## src/rtl/pit_pkg.sv

```systemverilog
package pit_pkg;
  typedef enum logic [1:0] {
    ACC_LATCH = 2'd0,
    ACC_LO    = 2'd1,
    ACC_HI    = 2'd2,
    ACC_WORD  = 2'd3
  } acc_e;

  typedef enum logic [1:0] {
    MD_ONESHOT = 2'd0,
    MD_TRIG    = 2'd1,
    MD_RATE    = 2'd2,
    MD_SQUARE  = 2'd3
  } mode_e;

  // fields 4..7 fold onto 0..3
  function automatic mode_e fold_mode(input logic [2:0] field);
    return mode_e'(field[1:0]);
  endfunction

  function automatic logic starts_high(input mode_e m);
    return (m == MD_RATE) || (m == MD_SQUARE);
  endfunction
endpackage

```

## src/rtl/timer_port_ctl.sv

```systemverilog
module timer_port_ctl
  import pit_pkg::*;
#(
  parameter int DATA_W = 8,
  localparam int CNT_W = 2 * DATA_W
) (
  input  logic              clk,
  input  logic              rst_n,
  input  logic              prog_i,
  input  acc_e              acc_i,
  input  logic              latch_cmd_i,
  input  logic              data_wr_i,
  input  logic              data_rd_i,
  input  logic [DATA_W-1:0] wdata_i,
  input  logic [CNT_W-1:0]  count_i,
  output logic [CNT_W-1:0]  reload_o,
  output logic              load_o,
  output logic              halt_o,
  output logic [DATA_W-1:0] rdata_o
);
  acc_e             acc_q;
  logic             wr_hi_q, rd_hi_q, latched_q;
  logic [CNT_W-1:0] latch_q, reload_q, reload_nxt, rd_src;
  logic             rd_high, rd_done;

  always_comb begin
    reload_nxt = reload_q;
    load_o     = 1'b0;
    halt_o     = 1'b0;
    if (data_wr_i) begin
      unique case (acc_q)
        ACC_LO: begin
          reload_nxt[DATA_W-1:0] = wdata_i;
          load_o = 1'b1;
        end
        ACC_HI: begin
          reload_nxt[CNT_W-1:DATA_W] = wdata_i;
          load_o = 1'b1;
        end
        default: begin
          if (wr_hi_q) begin
            reload_nxt[CNT_W-1:DATA_W] = wdata_i;
            load_o = 1'b1;
          end else begin
            reload_nxt[DATA_W-1:0] = wdata_i;
            halt_o = 1'b1;
          end
        end
      endcase
    end
  end

  assign reload_o = reload_nxt;
  assign rd_src   = latched_q ? latch_q : count_i;
  assign rd_high  = (acc_q == ACC_HI) || ((acc_q == ACC_WORD) && rd_hi_q);
  assign rd_done  = (acc_q != ACC_WORD) || rd_hi_q;
  assign rdata_o  = rd_high ? rd_src[CNT_W-1:DATA_W] : rd_src[DATA_W-1:0];

  always_ff @(posedge clk) begin
    if (!rst_n) begin
      acc_q     <= ACC_WORD;
      wr_hi_q   <= 1'b0;
      rd_hi_q   <= 1'b0;
      latched_q <= 1'b0;
      latch_q   <= '0;
      reload_q  <= '0;
    end else begin
      reload_q <= reload_nxt;
      if (prog_i) begin
        acc_q     <= acc_i;
        wr_hi_q   <= 1'b0;
        rd_hi_q   <= 1'b0;
        latched_q <= 1'b0;
      end else begin
        if (data_wr_i && acc_q == ACC_WORD) wr_hi_q <= ~wr_hi_q;
        if (data_rd_i) begin
          if (acc_q == ACC_WORD) rd_hi_q <= ~rd_hi_q;
          if (rd_done) latched_q <= 1'b0;
        end else if (latch_cmd_i && !latched_q) begin
          latched_q <= 1'b1;
          latch_q   <= count_i;
        end
      end
    end
  end

  assert_latch_frozen_R10: assert property (@(posedge clk) disable iff (!rst_n)
    (latched_q && !prog_i && !data_rd_i) |=> (latched_q && $stable(latch_q)));
endmodule

```

## src/rtl/timer_count_core.sv

```systemverilog
module timer_count_core
  import pit_pkg::*;
#(
  parameter int CNT_W = 16
) (
  input  logic             clk,
  input  logic             rst_n,
  input  logic             prog_i,
  input  mode_e            mode_i,
  input  logic             load_i,
  input  logic             halt_i,
  input  logic [CNT_W-1:0] reload_i,
  input  logic             tick_i,
  output logic [CNT_W-1:0] count_o,
  output logic             out_o
);
  localparam logic [CNT_W-1:0] ONE = CNT_W'(1);
  localparam logic [CNT_W-1:0] TWO = CNT_W'(2);

  mode_e            mode_q;
  logic             armed_q, out_q;
  logic [CNT_W-1:0] cnt_q, reload_even;

  assign reload_even = {reload_i[CNT_W-1:1], 1'b0};
  assign count_o     = cnt_q;
  assign out_o       = out_q;

  always_ff @(posedge clk) begin
    if (!rst_n) begin
      mode_q  <= MD_ONESHOT;
      armed_q <= 1'b0;
      cnt_q   <= '0;
      out_q   <= 1'b0;
    end else if (prog_i) begin
      mode_q  <= mode_i;
      armed_q <= 1'b0;
      out_q   <= starts_high(mode_i);
    end else if (load_i) begin
      armed_q <= 1'b1;
      cnt_q   <= (mode_q == MD_SQUARE) ? reload_even : reload_i;
    end else if (halt_i) begin
      armed_q <= 1'b0;
    end else if (armed_q && tick_i) begin
      unique case (mode_q)
        MD_RATE: begin
          if (cnt_q == TWO) begin
            out_q <= 1'b0;
            cnt_q <= ONE;
          end else if (cnt_q == ONE) begin
            out_q <= 1'b1;
            cnt_q <= reload_i;
          end else begin
            cnt_q <= cnt_q - ONE;
          end
        end
        MD_SQUARE: begin
          if (cnt_q != '0 && cnt_q <= TWO) begin
            out_q <= ~out_q;
            cnt_q <= out_q ? reload_even : reload_i;
          end else begin
            cnt_q <= cnt_q - TWO;
          end
        end
        default: begin
          if (cnt_q == ONE) out_q <= 1'b1;
          cnt_q <= cnt_q - ONE;
        end
      endcase
    end
  end

  assert_halted_hold_R3: assert property (@(posedge clk) disable iff (!rst_n)
    (!armed_q && !load_i) |=> $stable(cnt_q));
  assert_no_tick_hold_R8: assert property (@(posedge clk) disable iff (!rst_n)
    (!tick_i && !load_i) |=> $stable(cnt_q));
  assert_sticky_out_R5: assert property (@(posedge clk) disable iff (!rst_n)
    ((mode_q == MD_ONESHOT || mode_q == MD_TRIG) && out_q && !prog_i) |=> out_q);
  assert_prog_level_R3: assert property (@(posedge clk) disable iff (!rst_n)
    prog_i |=> (out_q == ($past(mode_i) == MD_RATE || $past(mode_i) == MD_SQUARE)));
  assert_even_load_R7: assert property (@(posedge clk) disable iff (!rst_n)
    (load_i && !prog_i && mode_q == MD_SQUARE) |=> !cnt_q[0]);
endmodule

```

## src/rtl/tri_interval_timer.sv

```systemverilog
module tri_interval_timer
  import pit_pkg::*;
#(
  parameter int DATA_W = 8
) (
  input  logic              clk,
  input  logic              rst_n,
  input  logic              wr_en,
  input  logic              rd_en,
  input  logic [1:0]        addr,
  input  logic [DATA_W-1:0] wdata,
  output logic [DATA_W-1:0] rdata,
  input  logic [2:0]        gate,
  input  logic [2:0]        cnt_en,
  output logic [2:0]        tmr_out,
  output logic              irq0
);
  localparam int N_CH  = 3;
  localparam int CNT_W = 2 * DATA_W;
  localparam logic [1:0] CTRL_ADDR = 2'd3;

  logic              ctrl_wr;
  logic [1:0]        sel;
  acc_e              acc_f;
  mode_e             mode_f;
  logic [DATA_W-1:0] ch_rdata [N_CH];
  logic              irq0_q;

  assign ctrl_wr = wr_en && (addr == CTRL_ADDR);
  assign sel     = wdata[7:6];
  assign acc_f   = acc_e'(wdata[5:4]);
  assign mode_f  = fold_mode(wdata[3:1]);

  for (genvar i = 0; i < N_CH; i++) begin : g_ch
    logic             sel_me, prog, latch_cmd, dwr, drd, load, halt;
    logic [CNT_W-1:0] reload, count;

    assign sel_me    = ctrl_wr && (sel == 2'(i));
    assign prog      = sel_me && (acc_f != ACC_LATCH);
    assign latch_cmd = sel_me && (acc_f == ACC_LATCH);
    assign dwr       = wr_en && (addr == 2'(i));
    assign drd       = rd_en && (addr == 2'(i));

    timer_port_ctl #(.DATA_W(DATA_W)) u_port (
      .clk(clk), .rst_n(rst_n), .prog_i(prog), .acc_i(acc_f),
      .latch_cmd_i(latch_cmd), .data_wr_i(dwr), .data_rd_i(drd),
      .wdata_i(wdata), .count_i(count), .reload_o(reload),
      .load_o(load), .halt_o(halt), .rdata_o(ch_rdata[i])
    );

    timer_count_core #(.CNT_W(CNT_W)) u_core (
      .clk(clk), .rst_n(rst_n), .prog_i(prog), .mode_i(mode_f),
      .load_i(load), .halt_i(halt), .reload_i(reload),
      .tick_i(gate[i] && cnt_en[i]), .count_o(count), .out_o(tmr_out[i])
    );
  end

  always_comb begin
    rdata = '0;
    for (int i = 0; i < N_CH; i++)
      if (addr == 2'(i)) rdata = ch_rdata[i];
  end

  always_ff @(posedge clk) begin
    if (!rst_n) irq0_q <= 1'b0;
    else        irq0_q <= tmr_out[0];
  end
  assign irq0 = irq0_q;

  assert_ctrl3_inert_R2: assert property (@(posedge clk) disable iff (!rst_n)
    (ctrl_wr && sel == 2'd3) |=> $stable(tmr_out));
  assert_irq_rises_after_out_R11: assert property (@(posedge clk) disable iff (!rst_n)
    $rose(irq0) |-> $past(tmr_out[0]));
endmodule

```

## config.mk

```make
export PLATFORM = sky130hd
export DESIGN_NAME = tri_interval_timer
export DESIGN_NICKNAME = d
export VERILOG_FILES = /design/src/rtl/pit_pkg.sv /design/src/rtl/timer_port_ctl.sv /design/src/rtl/timer_count_core.sv /design/src/rtl/tri_interval_timer.sv
export SDC_FILE = /design/constraint.sdc
export NUM_CORES = 1
export LEC_CHECK = 0
export CORE_MARGIN = 2
export CORE_UTILIZATION = 40
export DETAILED_ROUTE_END_ITERATION = 10
export PLACE_DENSITY = 0.53
export SLEW_MARGIN = 20
export SYNTH_ARGS = -nofsm -noshare
export SYNTH_HDL_FRONTEND = slang
export SYNTH_SLANG_ARGS = --single-unit
```

## constraint.sdc

```tcl
create_clock -name clk -period 3.04 [get_ports clk]
set_input_delay 0.304 -clock clk [delete_from_list [all_inputs] [get_ports clk]]
set_output_delay 0.304 -clock clk [all_outputs]
set_load 0.03 [all_outputs]
```

==> results.txt <==
----------------------------------------------------
[Synth]
  Most common cell in the synthesized netlist ... dfxtp_1
  Post-synthesis sequential area ratio ... 33.4%
  Share of synthesized flip-flops with an asynchronous set or reset ... 0%
  Area share of the leading cell type in the synthesized netlist ... 33.4%
  Post-synthesis register bit count ... 172
  Synth cell types ... 84
  Post-synthesis net count ... 1257
  Most frequently used flop master after synthesis ... dfxtp_1
  Average cell area after synthesis ... 8.51 um2
  Warnings from Yosys ... 0
  Main area contributors after synthesis ... dfxtp_1, mux2i_1, mux4_2
  Number of enable flip-flop cells after synthesis ... 0
  Area of the mapped netlist ... 10300 um2
  Top post-synthesis cells by count ... dfxtp_1, nor2_1, nand2_1, a21oi_1, clkbuf_1
  Library cell with the largest summed area after synthesis ... dfxtp_1
  Cell count after synthesis ... 1210

[Worst setup path]
  Crit-path max FO ... 15
  Startpoint kind of the worst setup timing path ... flop
  Total stage count of the critical path ... 6
  Capture instance of the worst register-to-register path ... g_ch[0].u_core.count_o[6]
  Worst setup path startpoint ... g_ch[0].u_core.count_o[9]
  Count of buffering cells on the critical path with inverters included ... 0
  Crit-path leading delay family ... simple AND/OR/NAND/NOR gates
  Launch point of the worst reg-to-reg path ... g_ch[0].u_core.count_o[9]
  Delay of the slowest cell on the worst path ... 0.64 ns
  Depth of the worst register-to-register path ... 6
  Crit path DAT ... 3.21 ns
  Reg2Reg Setup Slack ... 0.15 ns
  Cells along the critical path ... nor4_1, and3_1, a21oi_1, a22oi_1, a311oi_1, o221a_2
  Critical Path RT ... 3.36 ns
  CP endpoint ... g_ch[0].u_core.count_o[6]
  Crit. End Element ... flop
  Category of the most critical setup path ... reg2reg
  Slowest cell on crit path ... and3_1

[Timing]
  F_max ... 0.346 GHz
  Final WS setup ... 0.148 ns
  Period utilisation layout ... 95.1%
  Sum of negative setup slack ... 0 ns
  Worst-case headroom to the max-slew limit ... 49.9%
  Worst hold slack ... 0.299 ns
  Transition time of the tightest slew-check pin ... 0.745 ns
  Final worst path period need ... 2.89 ns
  Final setup violation count ... 0
  Count of pins over their slew limit ... 0
  Total count of hold-check failures in the final report ... 0
  Worst clock skew on the final layout ... 0.0122 ns
  Setup repair after global routing missed its margin ... false

[Outcome]
  Outcome ... complete, no violations

[Global routing]
  Initial antenna violation count ... 0
  Wire length of the first global-routing pass ... 53700 um
  Vias in the first global route ... 8966
  Global-route total usage across every layer ... 26.0%
  Maximum number of pins on one net before global-route repair ... 52
  Grt total ovfl ... 0

[Placed design]
  Count of port buffers added during placement ... 31
  Placed cell count ... 1559
  Placer congestion estimate ... 0.925
  Setup slack after placement ... 0.231 ns
  Estimated wirelength of the detail-placed design ... 25300 um

[Routing]
  Number of violations reported at the end of detailed-routing iteration 0 ... 970
  Top metal layer carrying routed signals ... met4
  Remaining number of nets flagged by the antenna check after routing ... 0
  Met3 Routed Length ... 2230 um
  Initial DRT Pass Iterations ... 5
  DRC violation count after routing ... 0
  Drt wl/cell ... 21.9 um
  Wire length on met1 ... 16100 um
  Final WL ... 34800 um
  Routed wire length on met2 ... 15700 um
  Total number of vias ... 9654
  Via count normalized by instance count ... 6.07

[Floorplanning]
  Chip Height ... 164 um
  Number of ports placed on the die boundary ... 32
  Area inside the core boundary ... 25300 um2
  Die area ... 27000 um2
  Initial Utilization ... 40.8%
  Row Count ... 58
  Die Span X ... 164 um

[Clock tree]
  Buffer cell driving the clock tree root ... clkbuf_16
  Clock sink count ... 172
  Buffers inserted by post-CTS timing repair ... 0
  H-Tree Depth ... 4
  Buffer depth of the longest clock path ... 2
  Clock tree from TritonCTS ... yes
  Inserted Clock Buffers ... 17
  CTS clock-pin slew for the worst setup and hold paths ... 0.07 ns
  Worst-Skew Late Latency ... 0.43 ns

[Worst hold path]
  Beginning of the worst hold path ... rst_n
  Hold crit path type ... in2reg

[Layout]
  Total inserted antenna cells ... 0
  Combined area of the multi-input logic cells ... 6290 um2
  Number of fill cells ... 2467
  Share of final-layout standard cells stronger than drive strength 1 ... 14.7%
  Synth-to-layout area growth ... 15.8%
  Fin nets ... 1295
  Footprint of the flip-flops and latches ... 3440 um2
  Non-filler instance count after layout ... 1591

[Pwr]
  Total power ... 0.00549 W
  Max IR drop VDD ... 0.308 mV
  Total leakage power ... 4.73 nW
  Power Density ... 461 nW/um2

[Job]
  Max-capacitance violation count ... 0

----------------------------------------------------
[report_power, final]
group | total (W) | internal (W) | switching [W]
clock | 0.00235 | 0.00134 | 0.00102
combinational | 0.000806 | 0.000317 | 0.000489
sequential | 0.00233 | 0.00229 | 0.0000428
total | 0.00549 | 0.00394 | 0.00155
[area by class of cell]
class,instances,area share (%)
Multi-Input combinational cell,904,52.8
Sequential cell,172,28.9
Timing Repair Buffer,116,8.48
Clock buffer,18,3.68
Tap cell,330,3.46
Clock inverter,14,1.53
Inverter,37,1.18
[kinds of logic (layout without fill, tap and decap cells)]
group,count (synthesis),in the layout,share of synthesized area (%)
AO/OA/AOI/OAI,357,357,24.4
XOR/XNOR,19,19,1.62
adder cells (fa/ha/maj),27,27,3.28
buffers and inverters,134,185,5.56
flip-flops,172,172,33.4
multiplexers,76,76,10.3
AND/OR/NAND/NOR,425,425,21.4
[worst min-delay path by stage]
stage / endpoint / slack, ns / depth (start not counted)
2_1_floorplan: g_ch[0].u_core.armed_q / 0.44 / 2
3_3_place_gp: g_ch[2].u_core.armed_q / 0.45 / 2
3_5_place_dp: g_ch[0].u_core.armed_q / 0.45 / 2
4_1_cts: g_ch[2].u_core.count_o[3] / 0.29 / 3
5_1_grt: g_ch[2].u_core.count_o[3] / 0.29 / 3
6_report: g_ch[2].u_port.reload_q[3] / 0.30 / 2
[state kept, by name, indices dropped and copies added, names as in the netlist]
register               flops
g_ch.u_port.acc_q          6
g_ch.u_port.latched_q      3
g_ch.u_port.latch_q       48
g_ch.u_core.mode_q         6
g_ch.u_core.armed_q        3
g_ch.u_port.rd_hi_q        3
irq0                       1
g_ch.u_port.reload_q      48
g_ch.u_port.wr_hi_q        3
g_ch.u_core.out_o          3
g_ch.u_core.count_o       48
[placed cells by master (no fill, tap or decap), types with 23 or more instances in the layout]
cell type	instances
nand3_1	44
a22o_1	39
o21ai_0	46
mux2i_1	52
nand2_1	85
nor2_1	119
dfxtp_1	172
buf_4	86
inv_1	36
mux4_2	23
ha_1	27
o22ai_1	26
and2_1	43
a21oi_1	73
nor3_1	27
a31oi_1	25
[stage by stage]
stage	instance area (um2)	utilization, %
2_1_floorplan	10300	-
3_3_place_gp	11300	44.7
3_5_place_dp	11300	44.7
4_1_cts	11900	47.2
5_1_grt	11900	47.2
6_report	11900	47.2
[timing repair]
item / CTS / global route
resized for setup: 0 / 1
hold buffers: 0 / 0
setup endpoints to repair: 0 / 7
[per-layer routing]
layer  vias up  global-route usage [%]
met3        54                    4.29
met1      4683                    37.4
met4         0                    7.43
met5         -                       0
met2       332                    40.0
li1       4585                       -
Power figures use the tool's default switching activity.
